`src/rtl/adc_corr_pkg.sv`:
```
package adc_corr_pkg;
  // saturation decision for one sample
  typedef enum logic [1:0] {
    SAT_NONE = 2'd0,
    SAT_HI   = 2'd1,
    SAT_LO   = 2'd2
  } sat_e;
endpackage

```
`src/rtl/adc_corr_merge.sv`:
```
module adc_corr_merge
  import adc_corr_pkg::*;
#(
  parameter int CW = 5,
  parameter int FW = 6,
  parameter int OW = CW + FW - 1
) (
  input  logic [CW-1:0] coarse,
  input  logic [FW-1:0] fine,
  input  logic          ovr_hi,
  input  logic          ovr_lo,
  input  logic          bin_mode,
  output logic [OW-1:0] code,
  output logic          oor
);
  localparam int SUMW = OW + 2;
  localparam int OVL  = 1 << (FW - 2);
  localparam int MAXC = (1 << OW) - 1;
  localparam logic signed [SUMW-1:0] MAXV = SUMW'(MAXC);

  logic [SUMW-1:0]        c_ext, f_ext;
  logic signed [SUMW-1:0] raw;
  sat_e                   sat;
  logic [OW-1:0]          off;

  always_comb begin
    c_ext = SUMW'(coarse) << (FW - 1);
    f_ext = SUMW'(fine);
    raw   = $signed(c_ext + f_ext - SUMW'(OVL));
  end

  // comparators take precedence over arithmetic overflow; high beats low
  always_comb begin
    if (ovr_hi)             sat = SAT_HI;
    else if (ovr_lo)        sat = SAT_LO;
    else if (raw[SUMW-1])   sat = SAT_LO;
    else if (raw > MAXV)    sat = SAT_HI;
    else                    sat = SAT_NONE;
  end

  always_comb begin
    unique case (sat)
      SAT_HI:  off = '1;
      SAT_LO:  off = '0;
      default: off = raw[OW-1:0];
    endcase
    code = bin_mode ? off : {~off[OW-1], off[OW-2:0]};
    oor  = (sat != SAT_NONE);
  end
endmodule

```
`src/rtl/adc_pipe_delay.sv`:
```
module adc_pipe_delay #(
  parameter int W     = 11,
  parameter int DEPTH = 3
) (
  input  logic         clk,
  input  logic         rst,
  input  logic [W-1:0] d,
  output logic [W-1:0] q
);
  generate
    if (DEPTH == 0) begin : g_wire
      assign q = d;
    end else begin : g_regs
      logic [W-1:0] st [DEPTH];
      always_ff @(posedge clk) begin
        if (rst) begin
          for (int i = 0; i < DEPTH; i++) st[i] <= '0;
        end else begin
          st[0] <= d;
          for (int i = 1; i < DEPTH; i++) st[i] <= st[i-1];
        end
      end
      assign q = st[DEPTH-1];
    end
  endgenerate
endmodule

```
`src/rtl/adc_flush_track.sv`:
```
module adc_flush_track #(
  parameter int FILL = 4
) (
  input  logic clk,
  input  logic rst,
  input  logic restart,
  output logic valid
);
  localparam int CNT_W = $clog2(FILL + 1);
  localparam logic [CNT_W-1:0] LAST = CNT_W'(FILL);
  localparam logic [CNT_W-1:0] PRE  = CNT_W'(FILL - 1);

  logic [CNT_W-1:0] cnt;

  always_ff @(posedge clk) begin
    if (rst || restart) begin
      cnt   <= '0;
      valid <= 1'b0;
    end else begin
      if (cnt != LAST) cnt <= cnt + 1'b1;
      valid <= (cnt >= PRE);
    end
  end
endmodule

```
`src/rtl/adc_subrange_backend.sv`:
```
module adc_subrange_backend #(
  parameter int COARSE_W = 5,
  parameter int FINE_W   = 6,
  parameter int LATENCY  = 3
) (
  input  logic                       clk,
  input  logic                       rst,
  input  logic                       restart,
  input  logic [COARSE_W-1:0]        coarse_code,
  input  logic [FINE_W-1:0]          fine_code,
  input  logic                       ovr_hi,
  input  logic                       ovr_lo,
  input  logic                       bin_mode,
  output logic [COARSE_W+FINE_W-2:0] data_out,
  output logic                       oor_out,
  output logic                       valid_out
);
  localparam int OUT_W = COARSE_W + FINE_W - 1;
  localparam int FILL  = LATENCY + 1;

  // capture stage: the encode edge samples the quantizer outputs
  logic [COARSE_W-1:0] cap_c;
  logic [FINE_W-1:0]   cap_f;
  logic                cap_hi, cap_lo, cap_bin;

  always_ff @(posedge clk) begin
    if (rst) begin
      cap_c   <= '0;
      cap_f   <= '0;
      cap_hi  <= 1'b0;
      cap_lo  <= 1'b0;
      cap_bin <= 1'b0;
    end else begin
      cap_c   <= coarse_code;
      cap_f   <= fine_code;
      cap_hi  <= ovr_hi;
      cap_lo  <= ovr_lo;
      cap_bin <= bin_mode;
    end
  end

  logic [OUT_W-1:0] m_code;
  logic             m_oor;

  adc_corr_merge #(.CW(COARSE_W), .FW(FINE_W), .OW(OUT_W)) u_merge (
    .coarse   (cap_c),
    .fine     (cap_f),
    .ovr_hi   (cap_hi),
    .ovr_lo   (cap_lo),
    .bin_mode (cap_bin),
    .code     (m_code),
    .oor      (m_oor)
  );

  // word and flag share one shift path so they cannot drift apart
  logic [OUT_W:0] pipe_q;

  adc_pipe_delay #(.W(OUT_W + 1), .DEPTH(LATENCY)) u_delay (
    .clk (clk),
    .rst (rst),
    .d   ({m_code, m_oor}),
    .q   (pipe_q)
  );

  assign data_out = pipe_q[OUT_W:1];
  assign oor_out  = pipe_q[0];

  adc_flush_track #(.FILL(FILL)) u_flush (
    .clk     (clk),
    .rst     (rst),
    .restart (restart),
    .valid   (valid_out)
  );
endmodule

```
`config.mk`:
```
export PLATFORM = sky130hd
export DESIGN_NAME = adc_subrange_backend
export DESIGN_NICKNAME = d
export VERILOG_FILES = /design/src/rtl/adc_corr_pkg.sv /design/src/rtl/adc_corr_merge.sv /design/src/rtl/adc_pipe_delay.sv /design/src/rtl/adc_flush_track.sv /design/src/rtl/adc_subrange_backend.sv
export SDC_FILE = /design/constraint.sdc
export NUM_CORES = 1
export LEC_CHECK = 0
export BUFFER_PORTS_ARGS = -buffer_cell sky130_fd_sc_hd__buf_4
export CAP_MARGIN = 15
export CORE_MARGIN = 8
export CORE_UTILIZATION = 60
export CTS_CLUSTER_DIAMETER = 30
export CTS_CLUSTER_SIZE = 16
export DETAILED_ROUTE_END_ITERATION = 10
export PLACE_DENSITY_LB_ADDON = 0.12
export SLEW_MARGIN = 20
export SYNTH_ARGS = -nofsm -noshare
export SYNTH_HDL_FRONTEND = slang
export SYNTH_HIERARCHICAL = 1
export SYNTH_SLANG_ARGS = --single-unit
```
`constraint.sdc`:
```
create_clock -name clk -period 7.5 [get_ports clk]
set_input_delay 0.375 -clock clk [delete_from_list [all_inputs] [get_ports clk]]
set_output_delay 0.375 -clock clk [all_outputs]
set_load 0.1 [all_outputs]
```
==> results of run 1 <==
-- path summary, 6_finish.rpt --
kind	startpoint	to	slack (ns)	depth (start not counted)
worst min register to register	u_delay/g_regs.st[0][5]	u_delay/g_regs.st[0][16]	0.45	1
worst min-delay path	coarse_code[2]	cap_c[2]	0.22	2
worst max register to register	cap_c[0]	u_delay/g_regs.st[0][5]	4.15	14
worst max-delay path	cap_c[0]	u_delay/g_regs.st[0][5]	4.15	14
-- sequential cells by signal, summed over array words and instances, names as in the netlist --
| name | flops |
|---|---|
| u_delay/g_regs.st | 33 |
| cap_f | 6 |
| cap_c | 5 |
| cap_hi | 1 |
| cap_lo | 1 |
| cap_bin | 1 |
| u_flush/cnt | 3 |
| u_flush/valid | 1 |
-- placed cells by master (no fill, tap or decap), types with 4 or more instances in the layout --
cell	netlist	routed
dfxtp_1	51	51
nor2b_2	10	10
inv_1	17	17
o211ai_1	4	4
o21ai_1	4	4
nand2_1	8	8
nor2b_1	35	35
ha_1	12	12
buf_4	14	28
o21ai_0	4	4
a21oi_1	7	7
clkbuf_4	0	5
-- layout make-up --
| cell class | instances | area share [%] |
|---|---|---|
| clock buffer | 5 | 1.63 |
| clock inverter | 3 | 2.93 |
| inverter | 17 | 2.77 |
| multi-input combinational | 114 | 36.7 |
| sequential | 51 | 44.3 |
| tap | 46 | 2.50 |
| timing repair buffer | 28 | 9.13 |
-- logic make-up (layout without fill, tap and decap cells) --
kind of cell | after synthesis | in the layout
adders and majority gates | 13 | 13
AOI/OAI and AO/OA | 30 | 30
DFF | 51 | 51
xor gates and xnor gates | 3 | 3
and+or+nand+nor | 68 | 68
buffers and inverters | 34 | 53
-- metrics by stage --
step,instance area [um^2],util (%),hold WS (ns)
2_1_floorplan,2060,-,0.414
3_3_place_gp,2200,66.4,0.416
3_5_place_dp,2200,66.4,0.422
4_1_cts,2300,69.6,0.201
5_1_grt,2300,69.6,0.194
6_report,2300,69.6,0.217
-- layer usage --
metal | part of all wire (%) | GRT usage, %
met5 | 0 | 0
met4 | 1.6 | 5.65
met3 | 6.4 | 4.53
met2 | 53 | 24.0
met1 | 39 | 11.6
-- power by group through the flow --
stage          logic, W  clock network [W]  registers (W)
4_1_cts        0.000121           0.000190       0.000302
6_report       0.000120           0.000185       0.000302
3_5_place_dp   0.000120                  0       0.000308
2_1_floorplan  0.000103                  0       0.000306
5_1_grt        0.000132           0.000201       0.000304
3_3_place_gp   0.000116                  0       0.000307
==> out/qor.yml, run 1 <==
yosysMostFrequentCell: "dfxtp_1"
clkLatencyLatePin_ns: 0.35
fin_total_pwr_w: 0.000606
hold_viol_final: 0
chipHeight_um: 74.6
port_buffers: 28
synthToLayoutAreaGrowth_pct: 11.6
diodes: 0
comb_power_share_pct: 19.8
drive_above_1_share_pct: 23.4
clock_skew_ns: 0.00780
crit_path_cell_trace: "inv_1 -> ha_1 -> inv_1 -> ha_1 -> fa_1 -> a21oi_1 -> o211ai_1 -> o21ai_0 -> inv_1 -> ha_1 -> inv_1 -> o211ai_1 -> o22ai_1 -> nor2b_1"
gp_congestion: 0.874
synth_ff_type: "dfxtp_1"
yosys.area_share.simple_pct: 21.1
holdBufCountCts: 0
ctsResizeCount: 0
fin_nets: 247
maxSlewHeadroom_pct: 45.5
yosysTopAreaCell: "dfxtp_1"
yosys_warnings: 6
worst_setup_path_end_kind: "flop"
gr-total-overflow: 0
grt_usage_pct: 12.6
path_class: "reg -> reg"
die-area_mm2: 0.00557
hold_path.class: "in -> reg"
internal_power_w: 0.000448
syn_nets: 229
synth_xor_area_share_pct: 1.27
cellPowerDensity_mw_per_mm2: 263
power_switching_w: 0.000158
seqCellArea_mm2: 0.00102
synth_top_family_by_area: "simple AND/OR/NAND/NOR gates"
grt_max_degree: 49
drtIter0Drc: 86
dp_hpwl_um: 2280
synth.avg_cell_area_um2: 10.4
crit_buf_inv: 4
critPathMaxFanout: 9
finalNonFillerCells: 264
start_kind: "flop"
ys_seq_elements: 51
status: "finished, final reports clean"
coreArea_mm2: 0.00331
synth_top_area_share_pct: 49.5
clockPowerShare_pct: 30.5
min_period_over_period_pct: 44.7
synth_mux_area_share_pct: 0
rsz0062_at_grt: "no"
synthDistinctLibCells: 31
synth_adder_area_share_pct: 8.25
seq_area_frac_synth_pct: 49.5
synth_compound_area_share_pct: 10.4
synth_area_mm2: 0.00206
fmax_mhz: 298
power_frac_seq_pct: 49.7
routed_via_density: 4.97
cts.clk_slew.worst_paths_ns: 0.14
rows: 21
synthCells: 199
netSwitchingFraction_pct: 26.1
start_util_pct: 62.3
clkSinkCount: 51
cp.arrival_ns: 3.59
antenna_found_initial: 0
multi_input_area_um2: 846
maxCapViolations: 0
yosys-top-cells-count: "dfxtp_1 (51), nor2b_1 (35), inv_1 (17)"
cts_max_level: 2
clockBufferDepth: 2
synth_area_leaders: "dfxtp_1 (49%), nor2b_1 (11%), ha_1 (7.3%)"
grt_first_pass_wirelength_um: 5420
cts_buffers: 5
async_reset_ff_share_pct: 0
finalCriticalPeriod_ns: 3.35
vias: 1311
peakVddDrop_uv: 102
fin_ws_ns: 4.15
placed_cells_incl_taps: 256
root_buffer: "clkbuf_4"
slowest_delay_ns: 0.46
synth-edff-count: 0
dp_slack_ns: 4.21
drv_slew: 0
tns_ns: 0
tightest_slew_ns: 0.816
grt_pass1_vias: 1361
crit_slowest_cell: "ha_1"
die_w_um: 74.6
setup_violations: 0
cpMostUsedCell: "inv_1"
crit_family: "adder cells"
io_pins: 29
cp.required_ns: 7.74
cts_setup_buffers: 0
tritoncts: "done"
post_drt_wl_per_cell_um: 12.1
finalWirelength_um: 3200
first_pass_iters: 4
ant_nets: 0
drc: 0
leakagePower_nw: 1.00
n_fill_cell: 280
(Power assumes the default switching activity.)
==> run 2, diff against run 1 <==
--- a/config.mk
+++ b/config.mk
@@ -8,7 +8,7 @@
 export BUFFER_PORTS_ARGS = -buffer_cell sky130_fd_sc_hd__buf_4
 export CAP_MARGIN = 15
 export CORE_MARGIN = 8
-export CORE_UTILIZATION = 60
+export CORE_UTILIZATION = 50
 export CTS_CLUSTER_DIAMETER = 30
 export CTS_CLUSTER_SIZE = 16
 export DETAILED_ROUTE_END_ITERATION = 10
==> constraint.sdc (replaced) <==
create_clock -name clk -period 2.91 [get_ports clk]
set_input_delay 0.1455 -clock clk [delete_from_list [all_inputs] [get_ports clk]]
set_output_delay 0.1455 -clock clk [all_outputs]
set_load 0.1 [all_outputs]
==> run 2 against run 1 <==
Against the previous run: utilization fell by 9.5 points; non-clock buffer count rose by 9; register-to-register slack got worse by 4.0 ns; via count fell by 1.2%; combinational power rose to 2.9 times the previous value; wire length fell by 2.9%; largest cell class unchanged.
==> out/qor.yml, run 2 (synthesis results as in run 1) <==
drtIter0Drc: 50  # -42%
final_common_cell: "dfxtp_1"
min_period_over_period_pct: 95.8  # +51 points
first_pass_iters: 4  # unchanged
fmax_mhz: 359  # +20%
holdBufCountCts: 0  # unchanged
cp.arrival_ns: 2.96  # -0.63 ns
vias: 1295  # -1.2%
grt_max_degree: 49  # unchanged
post_drt_wl_per_cell_um: 11.2  # -7.5%
die_w_um: 80.2  # +7.5%
cts.clk_slew.worst_paths_ns: 0.08  # -0.06 ns
drc: 0  # unchanged
cts_buffers: 5  # unchanged
grt_usage_pct: 10.0  # -2.6 points
regMostFlops: "u_delay/g_regs.st"
cellPowerDensity_mw_per_mm2: 628  # +140%
drv_slew: 0  # unchanged
antenna_found_initial: 0  # unchanged
dp_slack_ns: -0.0552  # -4.26 ns
start_kind: "flop"
cts_max_level: 2  # unchanged
grt_first_pass_wirelength_um: 5110  # -5.8%
chipHeight_um: 80.2  # +7.5%
synthToLayoutAreaGrowth_pct: 16.5
fin_total_pwr_w: 0.00151  # +150%
n_fill_cell: 347  # +24%
start_util_pct: 51.6  # -11 points
fin_ws_ns: 0.121  # -4.02 ns
maxSlewHeadroom_pct: 67.7  # +22 points
cp.required_ns: 3.08  # -4.66 ns
root_buffer: "clkbuf_8"
die-area_mm2: 0.00644  # +16%
setup_violations: 0  # unchanged
port_buffers: 28  # unchanged
finalCriticalPeriod_ns: 2.79  # -0.566 ns
grt_pass1_vias: 1230  # -9.6%
status: "finished, final reports clean"
drive_above_1_share_pct: 30.8  # +7.4 points
worst_setup_path_end_kind: "flop"
layout_common_cells: "dfxtp_1 (50), buf_4 (37), nor2b_1 (35)"
dp_hpwl_um: 2230  # -2.5%
gp_congestion: 0.854  # -2.3%
coreArea_mm2: 0.00400  # +21%
clock_skew_ns: 0.00413  # -0.00366 ns
maxCapViolations: 0  # unchanged
hold_path.class: "in -> reg"
gr-total-overflow: 0  # unchanged
peakVddDrop_uv: 301  # +190%
diodes: 0  # unchanged
fin_nets: 256  # +3.6%
clockBufferDepth: 2  # unchanged
routed_via_density: 4.68  # -5.9%
multi_input_area_um2: 892  # +5.5%
clkSinkCount: 51  # unchanged
finalWirelength_um: 3110  # -2.9%
rows: 23  # +9.5%
tns_ns: 0  # unchanged
reg_top3: "u_delay/g_regs.st (33), cap_f (6), cap_c (5)"
ant_nets: 0  # unchanged
hold_viol_final: 0  # unchanged
clkLatencyLatePin_ns: 0.29  # -0.06 ns
leakagePower_nw: 1.03  # +3.2%
critPathMaxFanout: 5  # -4
largest_reg_flops: 33  # unchanged
tritoncts: "done"
tightest_slew_ns: 0.482  # -0.334 ns
path_class: "reg -> reg"
seqCellArea_mm2: 0.00102  # +0.12%
io_pins: 29  # unchanged
## run 2: cell types whose count changed in the layout (fill, tap and decap cells not counted), sizes merged
cell / previous run / this run
buf: 28 / 37
bufinv: 2 / 0
clkbuf: 5 / 6
clkinv: 0 / 1
## run 2: critical path, cell delays in order, from the launching register on
cell	delay [ns]
dfxtp_1	0.31
inv_1	0.04
ha_1	0.28
inv_2	0.05
ha_4	0.16
fa_2	0.37
a21oi_2	0.17
o211ai_1	0.15
o21ai_2	0.13
nor2_2	0.08
ha_4	0.26
and3_4	0.18
a21oi_2	0.10
o211ai_1	0.12
xnor2_1	0.14
nor2b_1	0.12
## run 2: layout make-up
type                       instances  share of cell area (%)
tap                               50                    2.60
clock inverter                     2                   0.521
multi-input combinational        114                    37.1
inverter                          17                    2.65
clock buffer                       6                    3.02
sequential                        51                    42.5
timing repair buffer              37                    11.6
## run 2: what timing repair did
item,CTS,global route
pin swaps,0,7
endpoints found under the setup margin,2,7
endpoints found under the hold margin,0,0
resized for setup,3,8
setup buffers,0,4
## run 2: per-layer routing
layer,up-vias,global-route usage [%],part of all wire [%]
met5,-,0,0
met4,0,3.82,1.4
met3,5,4.58,7.0
met2,28,17.3,52
met1,582,10.4,39
li1,680,-,-
## run 2: worst paths after layout
| check | from | end | slack (ns) | depth (start not counted) |
|---|---|---|---|---|
| worst min-delay path | bin_mode | cap_bin | 0.05 | 2 |
| worst min register to register | u_delay/g_regs.st[0][17] | u_delay/g_regs.st[0][28] | 0.44 | 1 |
| worst max-delay path | cap_f[5] | u_delay/g_regs.st[0][10] | 0.12 | 15 |
| worst max register to register | cap_f[5] | u_delay/g_regs.st[0][10] | 0.12 | 15 |
## run 2: power by group
part           total (W)  switching, W  internal (W)  leakage (nW)
Clock           0.000382      0.000214      0.000168        0.0412
Combinational   0.000351      0.000191      0.000161         0.570
Sequential      0.000777     0.0000172      0.000760         0.421
## run 2: metrics by stage
step	utilization (%)	cells	instance area, um^2	hold WS (ns)
2_1_floorplan	-	199	2070	0.217
3_3_place_gp	56.1	265	2240	0.351
3_5_place_dp	56.1	265	2240	0.355
4_1_cts	58.7	273	2350	0.0381
5_1_grt	60.1	277	2400	0.0392
6_report	60.1	277	2400	0.0528
